`config.mk`:
```
export PLATFORM = sky130hd
export DESIGN_NAME = sr_stat_mask
export DESIGN_NICKNAME = d
export VERILOG_FILES = /design/src/rtl/sr_pkg.sv /design/src/rtl/sr_flag_bit.sv /design/src/rtl/sr_status_flags.sv /design/src/rtl/sr_load_reg.sv /design/src/rtl/sr_irq_gen.sv /design/src/rtl/sr_stat_mask.sv
export SDC_FILE = /design/constraint.sdc
export NUM_CORES = 1
export LEC_CHECK = 0
export BUFFER_PORTS_ARGS = -buffer_cell sky130_fd_sc_hd__buf_2
export CAP_MARGIN = 25
export CORE_MARGIN = 1.5
export CORE_UTILIZATION = 44
export CTS_CLUSTER_DIAMETER = 30
export DETAILED_ROUTE_END_ITERATION = 8
export PLACE_DENSITY_LB_ADDON = 0.1
export SLEW_MARGIN = 10
export SYNTH_ARGS = -nofsm -noshare
export SYNTH_HDL_FRONTEND = slang
export SYNTH_SLANG_ARGS = --single-unit
```
`constraint.sdc`:
```
create_clock -name clk_i -period 1 [get_ports clk_i]
set_clock_uncertainty 0.05 [all_clocks]
set_input_delay 0.15 -clock clk_i [delete_from_list [all_inputs] [get_ports clk_i]]
set_output_delay 0.15 -clock clk_i [all_outputs]
set_load 0.03 [all_outputs]
```
`src/rtl/sr_pkg.sv`:
```
package sr_pkg;
  parameter int unsigned NUM_EVT = 4;
  parameter int unsigned TMR_W   = 6;
  localparam int unsigned DATA_W = 2 * NUM_EVT;
  localparam int unsigned PAD_W  = DATA_W - TMR_W;

  typedef enum logic {
    ADDR_STAT  = 1'b0,
    ADDR_TIMER = 1'b1
  } reg_addr_e;

  typedef logic [NUM_EVT-1:0] evt_vec_t;
endpackage

```
`src/rtl/sr_flag_bit.sv`:
```
module sr_flag_bit (
  input  logic clk_i,
  input  logic rst_ni,
  input  logic en_i,
  input  logic evt_i,
  input  logic clr_i,
  output logic flag_o
);
  logic flag_d;

  // event has priority over a clearing write
  always_comb begin
    if (!en_i)      flag_d = 1'b0;
    else if (evt_i) flag_d = 1'b1;
    else if (clr_i) flag_d = 1'b0;
    else            flag_d = flag_o;
  end

  always_ff @(posedge clk_i or negedge rst_ni) begin
    if (!rst_ni) flag_o <= 1'b0;
    else         flag_o <= flag_d;
  end
endmodule

```
`src/rtl/sr_status_flags.sv`:
```
module sr_status_flags
  import sr_pkg::*;
(
  input  logic     clk_i,
  input  logic     rst_ni,
  input  logic     en_i,
  input  evt_vec_t evt_i,
  input  logic     wr_i,
  input  evt_vec_t wr_bits_i,
  output evt_vec_t status_o
);
  for (genvar k = 0; k < NUM_EVT; k++) begin : g_flag
    sr_flag_bit i_flag (
      .clk_i  (clk_i),
      .rst_ni (rst_ni),
      .en_i   (en_i),
      .evt_i  (evt_i[k]),
      .clr_i  (wr_i && !wr_bits_i[k]),
      .flag_o (status_o[k])
    );
  end
endmodule

```
`src/rtl/sr_load_reg.sv`:
```
module sr_load_reg #(
  parameter int unsigned W = 4
) (
  input  logic         clk_i,
  input  logic         rst_ni,
  input  logic         ld_i,
  input  logic [W-1:0] d_i,
  output logic [W-1:0] q_o
);
  always_ff @(posedge clk_i or negedge rst_ni) begin
    if (!rst_ni)   q_o <= '0;
    else if (ld_i) q_o <= d_i;
  end
endmodule

```
`src/rtl/sr_irq_gen.sv`:
```
module sr_irq_gen
  import sr_pkg::*;
(
  input  logic     clk_i,
  input  logic     rst_ni,
  input  evt_vec_t status_i,
  input  evt_vec_t mask_i,
  output logic     irq_o
);
  always_ff @(posedge clk_i or negedge rst_ni) begin
    if (!rst_ni) irq_o <= 1'b0;
    else         irq_o <= |(status_i & mask_i);
  end
endmodule

```
`src/rtl/sr_stat_mask.sv`:
```
module sr_stat_mask
  import sr_pkg::*;
(
  input  logic                     clk_i,
  input  logic                     rst_ni,
  input  logic                     en_i,
  input  logic [sr_pkg::NUM_EVT-1:0] evt_i,
  input  logic                     wr_en_i,
  input  logic                     wr_addr_i,
  input  logic [sr_pkg::DATA_W-1:0]  wr_data_i,
  input  logic                     rd_addr_i,
  output logic [sr_pkg::DATA_W-1:0]  rd_data_o,
  output logic [sr_pkg::TMR_W-1:0]   tmr_preload_o,
  output logic                     irq_o
);
  evt_vec_t           status_q;
  evt_vec_t           mask_q;
  logic [TMR_W-1:0]   tmr_q;
  logic               wr_stat;
  logic               wr_tmr;

  assign wr_stat = wr_en_i && (wr_addr_i == ADDR_STAT);
  assign wr_tmr  = wr_en_i && (wr_addr_i == ADDR_TIMER);

  sr_status_flags i_flags (
    .clk_i     (clk_i),
    .rst_ni    (rst_ni),
    .en_i      (en_i),
    .evt_i     (evt_i),
    .wr_i      (wr_stat),
    .wr_bits_i (wr_data_i[DATA_W-1:NUM_EVT]),
    .status_o  (status_q)
  );

  sr_load_reg #(.W(NUM_EVT)) i_mask (
    .clk_i  (clk_i),
    .rst_ni (rst_ni),
    .ld_i   (wr_stat),
    .d_i    (wr_data_i[NUM_EVT-1:0]),
    .q_o    (mask_q)
  );

  sr_load_reg #(.W(TMR_W)) i_tmr (
    .clk_i  (clk_i),
    .rst_ni (rst_ni),
    .ld_i   (wr_tmr),
    .d_i    (wr_data_i[TMR_W-1:0]),
    .q_o    (tmr_q)
  );

  sr_irq_gen i_irq (
    .clk_i    (clk_i),
    .rst_ni   (rst_ni),
    .status_i (status_q),
    .mask_i   (mask_q),
    .irq_o    (irq_o)
  );

  assign rd_data_o     = (rd_addr_i == ADDR_TIMER) ? {{PAD_W{1'b0}}, tmr_q}
                                                   : {status_q, mask_q};
  assign tmr_preload_o = tmr_q;
endmodule

```
== Yosys cells after proc, flatten, opt, wreduce, memory -nomap -nowiden ==
Index checks and enable logic that the tools add are counted.

* Input bits: 18
* Latch bits: 0
* Memory bits (read-only): 0
* Bits in registers: 15
* Bits in writable memories: 0
* Memories kept: 0

* Reduce and logical (&&, ||, !) cells: 11
* Bitwise gates (word level): 2
* Add/subtract/negate cells: 0
* Multiply operators: 0
* Equality and inequality tests: 4
* Divide/modulo/power cells: 0
* Shift-type cells: 0
* Multiplexer cells: 13
* Order comparisons: 0

{| class="wikitable"
|+ Operators by type and width
! kind !! number
|-
| 1-bit 2-to-1 mux || 12
|-
| 3-bit by 1-bit != test with 1-bit output (second input constant) || 4
|-
| 8-bit 2-to-1 mux || 1
|-
| 1-bit logical AND || 6
|-
| 4-bit AND || 1
|-
| 1-bit logical NOT || 4
|-
| 4-bit OR reduction || 1
|-
| 1-bit inverter || 1
|}

== Logic depth before layout (Yosys ltp) ==
Gate-level depths: netlist of the first run.

* Depth in word-level cells: 6
* Depth in mapped cells: 3
* Mapped depth without buffers: 2

== Hierarchy ==
From an unflattened synthesis of the first run, not the netlist that was laid out.

* Cell total of the unflattened synthesis: 52
* Area total of the unflattened synthesis: 792.0 sq um

{| class="wikitable"
|+ By module, submodules not included
! module !! area each (sq um) !! cells each !! times used !! seq. area each (sq um)
|-
| sr_load_reg (i_tmr) || 251.5 || 13 || 1 || 150.1
|-
| sr_flag_bit || 46.3 || 3 || 4 || 25.0
|-
| sr_load_reg (i_mask) || 145.1 || 8 || 1 || 100.1
|-
| sr_stat_mask || 131.4 || 11 || 1 || 0.0
|-
| sr_irq_gen || 43.8 || 4 || 1 || 25.0
|-
| sr_status_flags || 35.0 || 4 || 1 || 0.0
|}

== Worst setup path after synthesis of the first run ==
OpenSTA, ideal clock, no wires.

* Path type: reg2out
* Start: register i_tmr.q_o[0]
* End: output port rd_data_o[0] (netlist bit)
* Stages on the path, launching flop included: 2
* Setup slack: -0.062 ns
* Arrival time: 0.862 ns
* Cell sequence: dfrtp_1 > mux2_2

* Longest elaborated chain between the ends: 1

{| class="wikitable"
|+ RTL lines
! what !! RTL line !! source
|-
| start, declared || sr_load_reg.sv:8 || <nowiki>output logic [W-1:0] q_o</nowiki>
|-
| start signal, assigned || sr_load_reg.sv:12 || <nowiki>else if (ld_i) q_o <= d_i;</nowiki>
|-
| 8-bit 2-to-1 mux || sr_stat_mask.sv:59 || <nowiki>assign rd_data_o = (rd_addr_i == ADDR_TIMER) ? {{PAD_W{1'b0}}, tmr_q}</nowiki>
|-
| end, declared || sr_stat_mask.sv:12 || <nowiki>output logic [sr_pkg::DATA_W-1:0] rd_data_o,</nowiki>
|}

No other way between the ends.

== Final worst setup path of the first run ==
* Start: register i_tmr.q_o[5]
* End: output port rd_data_o[5] (netlist bit)

Same word-level chain as after synthesis.

==> results of run 1 <==
## area by class of cell
cell class / count / area, um2
clock inverter: 1 / 5.00
multi-input combinational: 35 / 342
tap: 16 / 20.0
clock buffer: 3 / 22.5
sequential: 15 / 383
fill: 111 / 318
timing repair buffer: 49 / 399
## state kept, by name (all words and copies together) (netlist names)
| signal | flops |
|---|---|
| i_irq.irq_o | 1 |
| i_mask.q_o | 4 |
| i_flags.g_flag.i_flag.flag_o | 4 |
| i_tmr.q_o | 6 |
## report_power, final
part / internal (mW) / switching [mW] / leakage [nW] / total, mW
Sequential: 0.692 / 0.0481 / 0.174 / 0.740
Clock: 0.149 / 0.206 / 0.0177 / 0.355
Combinational: 0.451 / 0.363 / 0.399 / 0.814
## timing repair
item | 4_1_cts | 5_1_grt
cloned | 0 | 0
setup buffers | 2 | 6
pin swaps | 0 | 3
endpoints found under the setup margin | 15 | 16
hold buffers | 1 | 0
endpoints found under the hold margin | 15 | 0
resized for setup | 31 | 10
## cell usage in the layout (no fill, tap or decap), types with 2 or more instances in the layout
| master | count |
|---|---|
| dfrtp_1 | 9 |
| mux2_2 | 5 |
| clkbuf_4 | 3 |
| nor2b_1 | 2 |
| o21ai_0 | 3 |
| dfrtp_2 | 6 |
| buf_4 | 12 |
| nor2_1 | 4 |
| mux2_4 | 11 |
| buf_6 | 19 |
| a21oi_1 | 4 |
| a22oi_2 | 2 |
| buf_2 | 17 |
## per-layer routing
| metal | up-vias | track usage, % | wire, um |
|---|---|---|---|
| met5 | - | 0 | 0 |
| met2 | 28 | 39.1 | 978 |
| met3 | 0 | 5.53 | 89 |
| met1 | 305 | 20.9 | 616 |
| li1 | 285 | - | - |
| met4 | 0 | 7.50 | 0 |
## worst max-delay path by stage
stage / from / to / slack, ns
6_report: i_tmr.q_o[5] / rd_data_o[5] / -0.31
3_3_place_gp: rd_addr_i / rd_data_o[0] / -0.08
2_1_floorplan: i_flags.g_flag[2].i_flag.flag_o / rd_data_o[6] / 0.004
3_5_place_dp: rd_addr_i / rd_data_o[4] / -0.1
4_1_cts: i_flags.g_flag[0].i_flag.flag_o / rd_data_o[4] / -0.31
5_1_grt: i_tmr.q_o[5] / rd_data_o[5] / -0.35
## logic make-up after synthesis
family,synth area share [%]
buffers and inverters,2.35
flip-flops,54.2
AO/OA/AOI/OAI,7.94
multiplexers,28.2
AND/OR/NAND/NOR,7.40
## worst min-delay path, stage by stage
cell     delay [ns]
buf_2          0.13
o21ai_2        0.05
a21oi_1        0.03
## cell usage after synthesis
library cell	number
mux2_2	12
a21oi_1	4
buf_2	1
buf_6	1
dfrtp_1	15
nand2_1	1
mux2_4	4
nor2b_4	1
a22oi_1	2
o21ai_0	4
nand2_2	1
nor2b_1	2
nor2_1	4
## per-stage QoR
stage	utilization (%)	instances	cell area, um2
2_1_floorplan	-	52	723
3_3_place_gp	64.6	108	962
3_5_place_dp	64.6	108	962
4_1_cts	74.7	115	1110
5_1_grt	78.7	119	1170
6_report	78.7	119	1170
==> results.sh, run 1 <==
export IMPL_pin_count=33
export IMPL_rr_endpoint="i_tmr.q_o[0]"
export IMPL_insertion_delay_ns=0.29
export IMPL_endpoint_kind="output port"
export IMPL_max_freq_ghz=0.765
export IMPL_crit_family="flip-flops"
export IMPL_timing_slew_headroom_pct=77.2
export IMPL_vdd_drop_max_uv=971
export IMPL_cts_tree="yes"
export IMPL_initialDrtViolationCount=13
export IMPL_outcome="finished with violations"
export IMPL_fin_tns_setup_ns=-3.07
export IMPL_place_port_buffers=32
export IMPL_yosysUniqueCellTypes=13
export IMPL_grt_max_degree=16
export IMPL_grt_first_pass_wirelength_um=2700
export IMPL_gp_congestion=0.716
export IMPL_drt_total_wl_um=1680
export IMPL_final_setup_viol_count=17
export IMPL_syn_area_um2=693
export IMPL_grt_total_usage_pct=20.6
export IMPL_synthCells=52
export IMPL_r2r_slack_ns=-0.03
export IMPL_hold_viol_final=0
export IMPL_worstHoldPathType="in -> reg"
export IMPL_overflow=0
export IMPL_postRouteAntennaNets=0
export IMPL_min_to="i_flags.g_flag[3].i_flag.flag_o"
export IMPL_powerDensity_mw_per_mm2=1630
export IMPL_drc=0
export IMPL_cpMaxStageDelayCell="dfrtp_2"
export IMPL_maxCapViolCount=0
export IMPL_rsz0062_at_grt="yes"
export IMPL_start_kind="flip-flop"
export IMPL_worst_ep_required_time_ns=0.80
export IMPL_die_h_um=42.7
export IMPL_drive_gt1_share_pct=76.7
export IMPL_worst_slew_pin_slew_ns=0.342
export IMPL_dieArea_mm2=0.00182
export IMPL_power_total_mw=1.91
export IMPL_synth_seq_cells=15
export IMPL_ctsRootBufferMaster="clkbuf_4"
export IMPL_die_w_um=42.7
export IMPL_vias=618
export IMPL_synth_avg_cell_area_um2=13.3
export IMPL_violations="setup timing"
export IMPL_slowest_delay_ns=0.42
export IMPL_holdPathStages=3
export IMPL_wl_per_cell_um=14.2
export IMPL_slew_viol_final=0
export IMPL_post_place_ws_ns=-0.0957
export IMPL_ys_seq_area_share_pct=54.2
export IMPL_cts_max_level=1
export IMPL_antenna_found_initial=0
export IMPL_reg2reg_depth=3
export IMPL_ys_warn_count=0
export IMPL_reg2reg_from="i_tmr.q_o[0]"
export IMPL_p_leak_nw=0.590
export IMPL_start_util_pct=46.6
export IMPL_first_pass_iters=4
export IMPL_fp_row_count=14
export IMPL_synth_area_leaders="dfrtp_1 54%, mux2_2 19%, mux2_4 8.7%, a21oi_1 2.9%, o21ai_0 2.9%"
export IMPL_crit_cells=2
export IMPL_crit_type="reg -> out"
export IMPL_arrival_ns=1.11
export IMPL_path_buf_inv=1
export IMPL_syn_num_nets=70
export IMPL_timing_hold_ws_ns=0.0520
export IMPL_dpl_hpwl_um=1120
export IMPL_via_per_inst=5.19
export IMPL_worstHoldStart="en_i"
export IMPL_clk_path_buf_depth=2
export IMPL_period_minus_slack_ns=1.31
export IMPL_cts_sinks=15
export IMPL_design_core_area_mm2=0.00149
export IMPL_cts_buffers=3
export IMPL_fin_crit_sh_pct=131
export IMPL_path_cells="mux2_4 -> buf_6"
export IMPL_grt_pass1_vias=629
export IMPL_yosysTopAreaCellShare_pct=54.2
export IMPL_clk_pin_slew_ns=0.10
export IMPL_fin_nets=122
export IMPL_yosysTopAreaCell="dfrtp_1"
export IMPL_n_antenna_cell=0
export IMPL_area_growth_pct=69.0
export IMPL_setup_ws_ns=-0.307
export IMPL_cp_max_fo=2
(Power assumes the default switching activity.)
==> run 2, diff against run 1 <==
- BUFFER_PORTS_ARGS: -buffer_cell sky130_fd_sc_hd__buf_2 -> unset
- CORE_UTILIZATION: 44 -> 47
- DONT_BUFFER_PORTS: unset -> 1
==> run 2 against run 1 <==
- the run ends with hold timing, setup timing left
- die area fell by 5.9%
- critical endpoint is now rd_data_o[0]
- count of clock-buffer cells in the layout stayed put
- hold slack got worse by 0.14 ns
- critical path type unchanged
- final cell count fell by 14%
- maximum frequency rose by 6.9%
- flip-flop and latch count unchanged
- highest routed layer unchanged
==> results.sh, run 2 (synthesized netlist as in run 1, its figures left out) <==
export IMPL_drt_met1_wl_um=709
export IMPL_wl_met2_um=893
export IMPL_cp_startpoint="i_tmr.q_o[0]"
export IMPL_outcome="finished with violations"
export IMPL_start_kind="flip-flop"
export IMPL_cts_sinks=15
export IMPL_reg2reg_from="i_mask.q_o[2]"
export IMPL_design_core_area_mm2=0.00133
export IMPL_final_area_mm2=0.00108
export IMPL_area_growth_pct=56.3
export IMPL_swShare_pct=32.9
export IMPL_max_freq_ghz=0.818
export IMPL_slew_viol_final=0
export IMPL_fp_row_count=13
export IMPL_violations="hold timing, setup timing"
export IMPL_cts_buffers=3
export IMPL_p_comb_share_pct=36.6
export IMPL_die_h_um=41.4
export IMPL_overflow=0
export IMPL_pin_count=33
export IMPL_place_port_buffers=0
export IMPL_slowest_delay_ns=0.43
export IMPL_antenna_found_initial=0
export IMPL_cts_max_level=1
export IMPL_grt_total_usage_pct=21.1
export IMPL_cp_max_fo=3
export IMPL_arrival_ns=1.02
export IMPL_worst_slew_pin_slew_ns=0.680
export IMPL_endpoint_kind="output port"
export IMPL_final_setup_viol_count=14
export IMPL_initialDrtViolationCount=10
export IMPL_fin_nets=106
export IMPL_grt_first_pass_wirelength_um=2770
export IMPL_worst_ep_required_time_ns=0.80
export IMPL_vdd_drop_max_uv=982
export IMPL_timing_slew_headroom_pct=54.7
export IMPL_grt_pass1_vias=611
export IMPL_grt_max_degree=16
export IMPL_post_place_ws_ns=0.0855
export IMPL_reg_top3="i_tmr.q_o (6), i_flags.g_flag.i_flag.flag_o (4), i_mask.q_o (4)"
export IMPL_met3WireLength_um=96
export IMPL_powerDensity_mw_per_mm2=1620
export IMPL_n_antenna_cell=0
export IMPL_dieArea_mm2=0.00171
export IMPL_hold_viol_final=15
export IMPL_final_common_cell="dlygate4sd3_1"
export IMPL_first_pass_iters=4
export IMPL_insertion_delay_ns=0.28
export IMPL_crit_type="reg -> out"
export IMPL_clk_path_buf_depth=2
export IMPL_layout_common_cells="12 x dlygate4sd3_1, 11 x buf_4, 10 x mux2_4"
export IMPL_period_minus_slack_ns=1.22
export IMPL_ctsRootBufferMaster="clkbuf_4"
export IMPL_drc=0
export IMPL_p_seq_share_pct=43.4
export IMPL_start_util_pct=52.0
export IMPL_die_w_um=41.4
export IMPL_crit_family="flip-flops"
export IMPL_path_cells="mux2_4"
export IMPL_rsz0062_at_grt="yes"
export IMPL_setup_ws_ns=-0.223
export IMPL_wl_per_cell_um=16.6
export IMPL_num_fill_cells=82
export IMPL_p_switching_uw=576
export IMPL_top_register="i_tmr.q_o"
export IMPL_via_per_inst=5.39
export IMPL_p_leak_nw=0.511
export IMPL_clk_pin_slew_ns=0.10
export IMPL_worstHoldPathType="in -> async"
export IMPL_cts_tree="yes"
export IMPL_vias=550
export IMPL_fin_crit_sh_pct=122
export IMPL_postPlaceCellArea_um2=786
export IMPL_drive_gt1_share_pct=58.6
export IMPL_gp_congestion=0.750
export IMPL_cpMaxStageDelayCell="dfrtp_2"
export IMPL_routed_top_layer="met3"
export IMPL_maxCapViolCount=0
export IMPL_drt_total_wl_um=1700
export IMPL_path_buf_inv=0
export IMPL_timing_hold_ws_ns=-0.0889
export IMPL_pwr_share_clk_pct=20.0
export IMPL_largest_register_ffs=6
export IMPL_internal_power_mw=1.18
export IMPL_postRouteAntennaNets=0
[run 2: changes by cell type in the layout (fill, tap and decap cells not counted)]
cell / before / now
dlymetal6s4s_1: 0 / 1
buf_4: 12 / 11
dlygate4sd3_1: 1 / 12
buf_6: 19 / 9
buf_2: 17 / 0
mux2_2: 5 / 6
mux2_4: 11 / 10
[run 2: worst paths after layout]
kind / to / slack, ns / cells past startpoint
setup / recovery: rd_data_o[0] / -0.22 / 1
hold / removal: i_flags.g_flag[0].i_flag.flag_o / -0.09 / 1
setup reg to reg: i_mask.q_o[2] / 0.02 / 2
hold reg to reg: i_tmr.q_o[1] / 0.49 / 1
max in group asynchronous: i_tmr.q_o[2] / 0.51 / 1
min in group clk_i: i_flags.g_flag[3].i_flag.flag_o / 0.01 / 2
[run 2: timing repair]
| item | in CTS | in global routing |
|---|---|---|
| pin swaps | 0 | 4 |
| gates resized for setup | 8 | 6 |
| hold buffers | 11 | 2 |
| setup endpoints to repair | 14 | 23 |
| endpoints found under the hold margin | 29 | 17 |
| setup buffers | 13 | 2 |
[run 2: layout make-up]
class	count	area [um2]	share of cell area (%)
clock buffers	3	22.5	2.08
clock inverters	1	5.00	0.462
repair buffers	33	317	29.2
well taps	15	18.8	1.73
flip-flops and latches	15	383	35.3
multi-input cells	35	338	31.2
[run 2: metal layers]
metal,global-route usage [%],up-vias
met3,3.91,0
met2,37.5,27
met4,5.81,0
met5,0,-
met1,25.9,266
li1,-,257
[run 2: power by group through the flow]
stage / clock (mW) / combinational, mW / sequential [mW]
after floorplan: 0 / 0.283 / 0.841
after global placement: 0 / 0.423 / 0.774
after detailed placement: 0 / 0.429 / 0.784
after CTS: 0.356 / 0.621 / 0.755
after global routing: 0.390 / 0.676 / 0.770
final: 0.350 / 0.642 / 0.760
[run 2: metrics by stage]
stage          std cells  setup TNS [ns]  power, mW  util [%]  hold slack (ns)
4_1_cts              101           -2.43       1.73      78.6         0.000579
5_1_grt              102           -2.86       1.84      81.2          -0.0392
2_1_floorplan         52               0       1.12         -           -0.196
6_report             102           -2.34       1.75      81.2          -0.0889
3_5_place_dp          73               0       1.21      58.9           -0.195
3_3_place_gp          73               0       1.20      58.9           -0.195
